File: src/rtl/fti_pkg.sv
package fti_pkg;

   typedef enum logic [1:0] {
      RM_NEAREST = 2'b00,
      RM_UP      = 2'b01,
      RM_DOWN    = 2'b10,
      RM_ZERO    = 2'b11
   } fti_rmode_e;

   typedef struct packed {
      logic is_nan;
      logic is_inf;
      logic is_zero;
      logic sign;
   } fti_class_t;

endpackage

File: src/rtl/fti_unpack.sv
module fti_unpack
   import fti_pkg::*;
#(
   parameter int EXP_W = 8,
   parameter int MAN_W = 23,
   localparam int FP_W = 1 + EXP_W + MAN_W,
   localparam int E_W  = EXP_W + 2
) (
   input  logic [FP_W-1:0]         op,
   input  logic                    ftz,
   output fti_class_t              cls,
   output logic signed [E_W-1:0]   exp_unb,
   output logic [MAN_W:0]          sig
);
   localparam int BIAS = (1 << (EXP_W - 1)) - 1;
   localparam logic signed [E_W-1:0] BIAS_S = E_W'(BIAS);
   localparam logic signed [E_W-1:0] ONE_S  = E_W'(1);

   logic [EXP_W-1:0] exp_field;
   logic [MAN_W-1:0] man_field;
   logic             exp_ones;
   logic             exp_none;
   logic             man_any;

   assign exp_field = op[MAN_W +: EXP_W];
   assign man_field = op[MAN_W-1:0];
   assign exp_ones  = &exp_field;
   assign exp_none  = ~|exp_field;
   assign man_any   = |man_field;

   always_comb begin
      cls.sign    = op[FP_W-1];
      cls.is_nan  = exp_ones & man_any;
      cls.is_inf  = exp_ones & ~man_any;
      cls.is_zero = exp_none & (~man_any | ftz);
   end

   assign sig     = {~exp_none, man_field};
   assign exp_unb = exp_none ? (ONE_S - BIAS_S)
                             : ($signed({2'b00, exp_field}) - BIAS_S);

endmodule

File: src/rtl/fti_align.sv
module fti_align #(
   parameter int MAN_W = 23,
   parameter int INT_W = 32,
   parameter int E_W   = 10,
   localparam int FB   = MAN_W + 2,
   localparam int FX_W = MAN_W + 1 + INT_W + 2
) (
   input  logic [MAN_W:0]         sig,
   input  logic signed [E_W-1:0]  exp_unb,
   output logic [INT_W:0]         int_mag,
   output logic                   guard,
   output logic                   sticky,
   output logic                   huge
);
   localparam logic signed [E_W-1:0] LIM_HI = E_W'(INT_W);
   localparam logic signed [E_W-1:0] LIM_LO = E_W'(-2);

   generate
      if (INT_W >= (1 << (E_W - 2))) begin : g_bad_range
         $error("fti_align: exponent width too small for INT_W");
      end
   endgenerate

   logic [FX_W-1:0] fx;
   logic [E_W-1:0]  sh;
   logic            tiny;

   assign sh   = exp_unb - LIM_LO;
   assign tiny = exp_unb < LIM_LO;
   assign huge = exp_unb > LIM_HI;

   always_comb begin
      if (huge || tiny) fx = '0;
      else              fx = FX_W'(sig) << sh;
   end

   always_comb begin
      int_mag = fx[FX_W-1:FB];
      if (tiny) begin
         guard  = 1'b0;
         sticky = |sig;
      end else begin
         guard  = fx[FB-1];
         sticky = |fx[FB-2:0];
      end
   end

endmodule

File: src/rtl/fti_round.sv
module fti_round
   import fti_pkg::*;
#(
   parameter int INT_W = 32
) (
   input  logic [INT_W:0]    int_mag,
   input  logic              guard,
   input  logic              sticky,
   input  logic              sign,
   input  fti_rmode_e        mode,
   output logic [INT_W+1:0]  rnd_mag,
   output logic              inexact
);
   logic inc;

   assign inexact = guard | sticky;

   always_comb begin
      unique case (mode)
         RM_NEAREST: inc = guard & (sticky | int_mag[0]);
         RM_UP:      inc = ~sign & inexact;
         RM_DOWN:    inc = sign & inexact;
         default:    inc = 1'b0;
      endcase
   end

   assign rnd_mag = {1'b0, int_mag} + {{(INT_W+1){1'b0}}, inc};

endmodule

File: src/rtl/fti_saturate.sv
module fti_saturate
   import fti_pkg::*;
#(
   parameter int INT_W = 32
) (
   input  fti_class_t          cls,
   input  logic                huge,
   input  logic [INT_W+1:0]    rnd_mag,
   input  logic                inexact_raw,
   input  logic                is_signed,
   output logic [INT_W-1:0]    result,
   output logic                invalid,
   output logic                inexact
);
   localparam logic [INT_W-1:0] SMAX = {1'b0, {(INT_W-1){1'b1}}};
   localparam logic [INT_W-1:0] SMIN = {1'b1, {(INT_W-1){1'b0}}};
   localparam logic [INT_W-1:0] UMAX = {INT_W{1'b1}};
   localparam logic [INT_W+1:0] SMAX_X = {2'b00, SMAX};
   localparam logic [INT_W+1:0] SMIN_X = {2'b00, SMIN};
   localparam logic [INT_W+1:0] UMAX_X = {2'b00, UMAX};

   logic big;
   assign big = huge | cls.is_inf;

   always_comb begin
      result  = '0;
      invalid = 1'b0;
      inexact = 1'b0;
      if (cls.is_nan) begin
         invalid = 1'b1;
      end else if (cls.is_zero) begin
         result = '0;
      end else if (is_signed) begin
         if (!cls.sign) begin
            if (big || rnd_mag > SMAX_X) begin
               result  = SMAX;
               invalid = 1'b1;
            end else begin
               result  = rnd_mag[INT_W-1:0];
               inexact = inexact_raw;
            end
         end else begin
            if (big || rnd_mag > SMIN_X) begin
               result  = SMIN;
               invalid = 1'b1;
            end else begin
               result  = -rnd_mag[INT_W-1:0];
               inexact = inexact_raw;
            end
         end
      end else begin
         if (!cls.sign) begin
            if (big || rnd_mag > UMAX_X) begin
               result  = UMAX;
               invalid = 1'b1;
            end else begin
               result  = rnd_mag[INT_W-1:0];
               inexact = inexact_raw;
            end
         end else begin
            if (big || rnd_mag != '0) begin
               invalid = 1'b1;
            end else begin
               inexact = inexact_raw;
            end
         end
      end
   end

endmodule

File: src/rtl/flt2int_conv.sv
module flt2int_conv
   import fti_pkg::*;
#(
   parameter int EXP_W = 8,
   parameter int MAN_W = 23,
   parameter int INT_W = 32,
   localparam int FP_W = 1 + EXP_W + MAN_W,
   localparam int E_W  = EXP_W + 2
) (
   input  logic              clk,
   input  logic              rst_n,
   input  logic              in_valid,
   input  logic [FP_W-1:0]   in_op,
   input  logic              in_signed,
   input  logic              in_trunc,
   input  logic [1:0]        in_rmode,
   input  logic              in_ftz,
   output logic              out_valid,
   output logic [INT_W-1:0]  out_int,
   output logic              out_invalid,
   output logic              out_inexact
);
   generate
      if (EXP_W < 2 || MAN_W < 1 || INT_W < 2) begin : g_bad_params
         $error("flt2int_conv: unsupported parameter set");
      end
   endgenerate

   localparam logic [INT_W-1:0] SMAX = {1'b0, {(INT_W-1){1'b1}}};
   localparam logic [INT_W-1:0] SMIN = {1'b1, {(INT_W-1){1'b0}}};

   fti_class_t              cls;
   logic signed [E_W-1:0]   exp_unb;
   logic [MAN_W:0]          sig;
   logic [INT_W:0]          int_mag;
   logic                    guard, sticky, huge;
   logic [INT_W+1:0]        rnd_mag;
   logic                    inx_raw;
   fti_rmode_e              eff_mode;
   logic [INT_W-1:0]        sat_res;
   logic                    sat_inv, sat_inx;

   assign eff_mode = in_trunc ? RM_ZERO : fti_rmode_e'(in_rmode);

   fti_unpack #(.EXP_W(EXP_W), .MAN_W(MAN_W)) u_unpack (
      .op(in_op), .ftz(in_ftz), .cls(cls), .exp_unb(exp_unb), .sig(sig)
   );

   fti_align #(.MAN_W(MAN_W), .INT_W(INT_W), .E_W(E_W)) u_align (
      .sig(sig), .exp_unb(exp_unb), .int_mag(int_mag),
      .guard(guard), .sticky(sticky), .huge(huge)
   );

   fti_round #(.INT_W(INT_W)) u_round (
      .int_mag(int_mag), .guard(guard), .sticky(sticky), .sign(cls.sign),
      .mode(eff_mode), .rnd_mag(rnd_mag), .inexact(inx_raw)
   );

   fti_saturate #(.INT_W(INT_W)) u_sat (
      .cls(cls), .huge(huge), .rnd_mag(rnd_mag), .inexact_raw(inx_raw),
      .is_signed(in_signed), .result(sat_res), .invalid(sat_inv),
      .inexact(sat_inx)
   );

   always_ff @(posedge clk or negedge rst_n) begin
      if (!rst_n) begin
         out_valid   <= 1'b0;
         out_int     <= '0;
         out_invalid <= 1'b0;
         out_inexact <= 1'b0;
      end else begin
         out_valid <= in_valid;
         if (in_valid) begin
            out_int     <= sat_res;
            out_invalid <= sat_inv;
            out_inexact <= sat_inx;
         end
      end
   end

   // Operand field decodes used only by the properties below.
   logic op_exp_ones, op_exp_none, op_man_any, op_neg;
   assign op_exp_ones = &in_op[MAN_W +: EXP_W];
   assign op_exp_none = ~|in_op[MAN_W +: EXP_W];
   assign op_man_any  = |in_op[MAN_W-1:0];
   assign op_neg      = in_op[FP_W-1];

   p_strobe_r10: assert property (@(posedge clk) disable iff (!rst_n)
      in_valid |=> out_valid);
   p_quiet_r10: assert property (@(posedge clk) disable iff (!rst_n)
      !in_valid |=> !out_valid && $stable(out_int) && $stable(out_invalid)
                    && $stable(out_inexact));
   p_flag_excl_r7: assert property (@(posedge clk) disable iff (!rst_n)
      out_valid |-> !(out_invalid && out_inexact));
   p_nan_zero_r6: assert property (@(posedge clk) disable iff (!rst_n)
      in_valid && op_exp_ones && op_man_any
      |=> out_int == '0 && out_invalid && !out_inexact);
   p_flush_r8: assert property (@(posedge clk) disable iff (!rst_n)
      in_valid && in_ftz && op_exp_none
      |=> out_int == '0 && !out_invalid && !out_inexact);
   p_pinf_r5: assert property (@(posedge clk) disable iff (!rst_n)
      in_valid && in_signed && op_exp_ones && !op_man_any && !op_neg
      |=> out_int == SMAX && out_invalid);
   p_ninf_r5: assert property (@(posedge clk) disable iff (!rst_n)
      in_valid && in_signed && op_exp_ones && !op_man_any && op_neg
      |=> out_int == SMIN && out_invalid);
   p_uns_neg_r9: assert property (@(posedge clk) disable iff (!rst_n)
      in_valid && !in_signed && op_neg |=> out_int == '0);

endmodule

File: config.mk
export PLATFORM = sky130hd
export DESIGN_NAME = flt2int_conv
export DESIGN_NICKNAME = d
export VERILOG_FILES = /design/src/rtl/fti_pkg.sv /design/src/rtl/fti_unpack.sv /design/src/rtl/fti_align.sv /design/src/rtl/fti_round.sv /design/src/rtl/fti_saturate.sv /design/src/rtl/flt2int_conv.sv
export SDC_FILE = /design/constraint.sdc
export NUM_CORES = 1
export LEC_CHECK = 0
export BUFFER_PORTS_ARGS = -buffer_cell sky130_fd_sc_hd__buf_2
export CORE_MARGIN = 5
export CORE_UTILIZATION = 62
export DETAILED_ROUTE_END_ITERATION = 12
export HOLD_SLACK_MARGIN = 0.1
export PLACE_DENSITY = 0.88
export SYNTH_ARGS = -nofsm -noshare
export SYNTH_HDL_FRONTEND = slang
export SYNTH_SLANG_ARGS = --single-unit
File: constraint.sdc
create_clock -name clk -period 1.4 [get_ports clk]
set_input_delay 0.28 -clock clk [delete_from_list [all_inputs] [get_ports clk]]
set_output_delay 0.28 -clock clk [all_outputs]
set_load 0.1 [all_outputs]
==> results_dict.tcl, run 1 <==
set metrics [dict create \
    syn_avg_cell_area_um2 7.36 \
    hpwlAfterDp_mm 32.6 \
    holdBufCountCts 1 \
    stop_error "[ERROR DPL-0038] Utilization greater than 100%, impossible to legalize" \
    synth_top_area_share_pct 12.6 \
    cts_setup_buffers 44 \
    yosys.area.top_type "dfrtp_1" \
    ys_seq_elements 35 \
    portBuffers 74 \
    clk_path_buf_depth 2 \
    cts.repair.resized 149 \
    synthTopCellsByArea "dfrtp_1 (13%), mux2i_1 (4.6%), nor2_1 (4.4%)" \
    die_h_um 116 \
    syn_inst 945 \
    ios 75 \
    cts-htree-levels 2 \
    synth_cell_type_count 104 \
    ys_warn_count 0 \
    cts_num_sinks 35 \
    synthArstFlopShare_pct 100 \
    syn_nets 995 \
    cts_inserted_buffers 5 \
    cts_root_buffer "clkbuf_16" \
    rows 38 \
    outcome "stopped before the end" \
    dpl.cell_count 1463 \
    lastStage "4_1_cts" \
    synth_flop_cell "dfrtp_1" \
    start_util_pct 63.6 \
    yosysSeqAreaShare_pct 12.6 \
    synth-edff-count 0 \
    syn_area_mm2 0.00696 \
    gp_congestion 1.28 \
    dieWidth_um 116 \
]
cell usage after synthesis, drive strengths merged (11+ instances only):
cell / instances
o2111ai: 16
nor4: 25
and3: 13
xor2: 22
nor3: 35
o221ai: 11
nor2: 83
nand3: 26
xnor2: 34
mux2i: 32
a2bb2oi: 14
dfrtp: 35
o211ai: 18
nand2: 81
o21ai: 57
a21oi: 48
or4: 11
a211oi: 15
or2: 11
clkbuf: 30
inv: 21
o22ai: 22
nand4: 18
buf: 42
and2: 14
metrics by stage:
step | utilization (%) | worst slack [ps] | area (um^2) | hold slack [ps]
detailed placement | 94.7 | -5560 | 10400 | 367
floorplan | - | -5070 | 7240 | -15.6
global placement | 94.7 | -4660 | 10400 | 331
cells by family after synthesis:
logic type | count (synthesis) | share of synthesized area, %
adders and majority gates | 10 | 1.80
DFF | 35 | 12.6
and+or+nand+nor | 381 | 30.3
muxes | 42 | 6.22
buffers and inverters | 94 | 6.58
AOI/OAI and AO/OA | 325 | 34.7
xor gates and xnor gates | 58 | 7.82
==> run 2: changes to the inputs <==
Settings changed: CORE_UTILIZATION 62 to 40, HOLD_SLACK_MARGIN 0.1 to not set, PLACE_DENSITY 0.88 to not set, PLACE_DENSITY_LB_ADDON set to 0.15.
==> results_dict.tcl, run 2 <==
set metrics [dict create \
    total_power_mw 10.9 \
    max_slew_margin_pct 37.8 \
    cts-htree-levels 2 \
    fin_skew_ps 0 \
    ys_warn_count 0 \
    die_h_um 142 \
    top_layer "met4" \
    cp_slowest_cell "or4_4" \
    final_cell_mix "buf_4 (420), nor2_1 (78), nand2_1 (77), buf_2 (56), a21oi_1 (44)" \
    fin_area_mm2 0.0120 \
    maxSlewViolCount 0 \
    post_drt_wl_per_cell_um 21.2 \
    top_register "out_int" \
    antenna_found_initial 0 \
    worstSkewPairLatency_ps 280 \
    cts_tree "done" \
    hold_ws_ps 29.8 \
    synth_most_common_cell "nor2_1" \
    wl_met3_mm 3.58 \
    drt_iter0_drc 902 \
    final_layout_size_suffix_gt1_share_pct 48.5 \
    cts_num_sinks 35 \
    portBuffers 74 \
    power_density_mw_per_mm2 905 \
    synthArstFlopShare_pct 100 \
    ios 75 \
    fin_ws_ps -4670 \
    max_freq_ghz 0.165 \
    syn_area_mm2 0.00696 \
    drv_cap 0 \
    vias 10100 \
    critPathKind "primary input to flop" \
    synthTopCellsByArea "dfrtp_1 (13%), mux2i_1 (4.6%), nor2_1 (4.4%)" \
    track_usage_pct 31.5 \
    routed_wl_mm 34.6 \
    remaining_drc_errors 0 \
    layout_min_cycle_time_ps 6070 \
    crit_top_cell "buf_4" \
    ir_worst_vdd_v 0.000719 \
    start_util_pct 40.5 \
    layout.nets 1459 \
    leakage_nw 5.34 \
    synthTopCellsByCount "nor2_1 (82), nand2_1 (80), a21oi_1 (46), o21ai_0 (46)" \
    setup_viol 34 \
    rsz0062_at_grt "true" \
    gp_congestion 1.01 \
    syn_avg_cell_area_um2 7.36 \
    grt_max_degree 37 \
    rows 48 \
    cp_data_required_time_ps 1550 \
    cts_inserted_buffers 5 \
    synth-edff-count 0 \
    placed_cell_area_mm2 0.0107 \
    finalSetupTns_ps -154160 \
    violations "setup timing" \
    core_mm2 0.0172 \
    worstPathArrival_ps 6220 \
    cp-end-kind "flop" \
    synth_top_area_share_pct 12.6 \
    syn_inst 945 \
    dieWidth_um 142 \
    diodes 0 \
    grt_overflow_total 0 \
    outcome "complete, but fails checks" \
    die_area_mm2 0.0201 \
    grt_pass1_wl_mm 51.3 \
    finalCritPeriodShare_pct 434 \
    tightest_slew_ps 930 \
    met2WireLength_mm 15.6 \
    holdBufCountCts 0 \
    crit_path_start_kind "primary input" \
    firstDrtPassIters 6 \
    mostFrequentLayoutCell "buf_4" \
    ys_seq_elements 35 \
    synth_cell_type_count 104 \
    path_clk_slew_ps 60 \
    ant_nets 0 \
    syn_nets 995 \
    wl_met1_mm 14.7 \
    vias_per_cell 6.21 \
    largest_reg_flops 32 \
    synth_flop_cell "dfrtp_1" \
    final_hold_viol_count 0 \
    cts_root_buffer "clkbuf_16" \
    first_global_vias 9352 \
    hold_class "primary input to async pin" \
    hpwlAfterDp_mm 26.4 \
    cpPeakStageDelay_ps 580 \
    yosys.area.top_type "dfrtp_1" \
    clk_path_buf_depth 2 \
    areaGrowthSynthToFinish_pct 72.6 \
    crit_fanout 6 \
    yosysSeqAreaShare_pct 12.6 \
]
## run 2: kinds of logic (layout without fill, tap and decap cells)
family	count (synthesis)	after routing	share of synthesized area (%)
adders and majority gates	10	10	1.80
and+or+nand+nor	381	384	30.3
DFF	35	35	12.6
AOI/OAI and AO/OA	325	325	34.7
buffers and inverters	94	555	6.58
muxes	42	42	6.22
xor gates and xnor gates	58	59	7.82
## run 2: per-layer routing
| metal | track usage (%) | up-vias |
|---|---|---|
| li1 | - | 4635 |
| met1 | 46.3 | 4856 |
| met2 | 49.7 | 582 |
| met3 | 4.18 | 75 |
| met4 | 6.01 | 0 |
| met5 | 0 | - |
## run 2: timing repair
action | 4_1_cts | 5_1_grt
cloned | 2 | 3
buffers inserted | 26 | 27
pin swaps | 39 | 51
resized for setup | 44 | 82
setup endpoints to repair | 34 | 34
## run 2: path summary, 6_finish.rpt
kind / from / end / depth (start not counted) / slack (ps)
worst max-delay path: in_op[28] / out_int[30] / 29 / -4670
worst min-delay path: rst_n / out_invalid / 2 / 30
worst min register to register: out_int[26] / out_int[26] / 2 / 490
worst max register to register: out_int[31] / out_int[31] / 3 / 280
max in group asynchronous: rst_n / out_int[10] / 2 / 1030
min in group clk: in_valid / out_valid / 2 / 320
## run 2: power by group
group          leakage, nW  switching [mW]  internal (mW)  total, mW
clock network       0.0900           0.489           1.02       1.51
registers            0.452           0.129           1.17       1.30
logic                 4.79            4.54           3.52       8.06
## run 2: area by class of cell
cell class	instances	area [um^2]
Clock buffer	5	125
Sequential cell	35	876
Multi-Input combinational cell	820	6360
Inverter	22	92.6
Clock inverter	3	67.6
Timing Repair Buffer	525	4210
Tap cell	225	282
Fill cell	1447	5160
## run 2: through the flow
| stage | setup WS [ps] | util, % | instances |
|---|---|---|---|
| after global placement | -5080 | 62.5 | 1573 |
| after global routing | -4890 | 69.9 | 1635 |
| after CTS | -4680 | 66.1 | 1608 |
| after detailed placement | -5090 | 62.5 | 1573 |
| final | -4670 | 69.9 | 1635 |
| after floorplan | -5070 | - | 945 |
## run 2: critical path, delay by kind of cell
kind | cells | cell delay (ps)
buffers and inverters | 12 | 1490
XOR/XNOR | 2 | 560
AND/OR/NAND/NOR | 10 | 3090
adder cells (fa/ha/maj) | 1 | 170
AO/OA/AOI/OAI | 4 | 620
No activity file was read; power rests on OpenSTA's default activity.
==> run 3: changes to the inputs <==
Settings changed: SETUP_SLACK_MARGIN set to 0.05.
==> results_dict.tcl, run 3 (same netlist as run 2, synthesis figures left out) <==
set metrics [dict create \
    outcome "complete, but fails checks" \
    violations "setup timing" \
    cp_top_family "simple AND/OR/NAND/NOR gates" \
    fin_skew_ps 0 \
    crit_start "in_op[28]" \
    start_util_pct 40.5 \
    largest_reg_flops 32 \
    fin_ws_ps -4680 \
    die_h_um 142 \
    diodes 0 \
    total_power_mw 10.9 \
    mostFrequentLayoutCell "buf_4" \
    rsz0062_at_grt "true" \
    vias 10100 \
    drt_iter0_drc 1077 \
    setup_viol 34 \
    final_hold_viol_count 0 \
    clk_path_buf_depth 2 \
    grt_pass1_wl_mm 51.3 \
    reg2reg_from "out_int[31]" \
    remaining_drc_errors 0 \
    path_buf_inv 12 \
    cts_num_sinks 35 \
    die_area_mm2 0.0201 \
    layout.nets 1459 \
    max_slew_margin_pct 38.9 \
    tightest_slew_ps 916 \
    crit_fanout 6 \
    hold_class "primary input to async pin" \
    post_drt_wl_per_cell_um 21.2 \
    routed_wl_mm 34.7 \
    finalSetupTns_ps -153660 \
    ir_worst_vdd_v 0.000727 \
    leakage_nw 5.34 \
    cp_slowest_cell "or4_4" \
    cp-end-kind "flop" \
    path_clk_slew_ps 60 \
    cpPeakStageDelay_ps 580 \
    ant_nets 0 \
    critPathKind "primary input to flop" \
    cp_data_required_time_ps 1560 \
    cts_root_buffer "clkbuf_16" \
    track_usage_pct 31.5 \
    worstSkewPairLatency_ps 280 \
    crit_top_cell "buf_4" \
    vias_per_cell 6.19 \
    maxSlewViolCount 0 \
    cts_inserted_buffers 5 \
    worstPathArrival_ps 6240 \
    grt_overflow_total 0 \
    dieWidth_um 142 \
    cts-htree-levels 2 \
    top_register "out_int" \
    drv_cap 0 \
    grt_max_degree 37 \
    firstDrtPassIters 5 \
    final_util_pct 70.2 \
    antenna_found_initial 0 \
    cts_tree "done" \
    gp_congestion 1.01 \
    max_freq_ghz 0.164 \
    layout_min_cycle_time_ps 6080 \
    rows 48 \
    portBuffers 74 \
    power_density_mw_per_mm2 904 \
    areaGrowthSynthToFinish_pct 73.2 \
    crit_path_start_kind "primary input" \
    core_mm2 0.0172 \
    final_layout_size_suffix_gt1_share_pct 48.5 \
    hpwlAfterDp_mm 26.4 \
    first_global_vias 9353 \
    ios 75 \
    final_cell_mix "buf_4 (426), nor2_1 (78), nand2_1 (77), a21oi_1 (44), o21ai_0 (41)" \
    finalCritPeriodShare_pct 434 \
]
## run 3: changes by cell type in the layout (fill, tap and decap cells not counted)
cell,before,now
buf_2,56,39
clkbuf_4,0,11
buf_4,420,426
## run 3: timing repair
item                                    4_1_cts  5_1_grt
buffers inserted                             26       27
hold buffers                                  0        0
endpoints found under the setup margin       40       45
pin swaps                                    39       51
resized for setup                            50       93
endpoints found under the hold margin         0        0
gates cloned                                  2        3
## run 3: cell type report
class	instances	area, um^2
clock buffers	5	125
fillers	1437	5120
multi-input cells	820	6360
repair buffers	525	4250
flip-flops and latches	35	876
clock inverters	3	67.6
well taps	225	282
inverters	22	92.6
## run 3: power breakdown
part	leakage (nW)	total, mW	switching, mW	internal, mW
clock network	0.0900	1.51	0.486	1.02
registers	0.452	1.30	0.132	1.17
logic	4.80	8.09	4.53	3.56
## run 3: per-stage QoR
step	area, um^2	hold slack (ps)	instances	worst slack (ps)
after global placement	10700	342	1573	-5080
after floorplan	7240	-15.6	945	-5070
after detailed placement	10700	344	1573	-5090
after CTS	11400	47.1	1608	-4680
final	12100	26.1	1635	-4680
after global routing	12100	72.6	1635	-4900
## run 3: per-layer routing
layer	up-vias	wire, um	track usage (%)
li1	4637	-	-
met1	4858	15100	46.3
met2	556	15600	49.7
met3	75	3220	4.18
met4	0	800	6.01
met5	-	0	0
## run 3: final timing paths
path | end | slack (ps) | cells after the start
setup / recovery | out_int[30] | -4680 | 29
hold / removal | out_invalid | 30 | 2
setup reg to reg | out_int[31] | 280 | 3
hold reg to reg | out_int[26] | 490 | 2
max in group asynchronous | out_int[13] | 1040 | 2
min in group clk | out_valid | 320 | 2
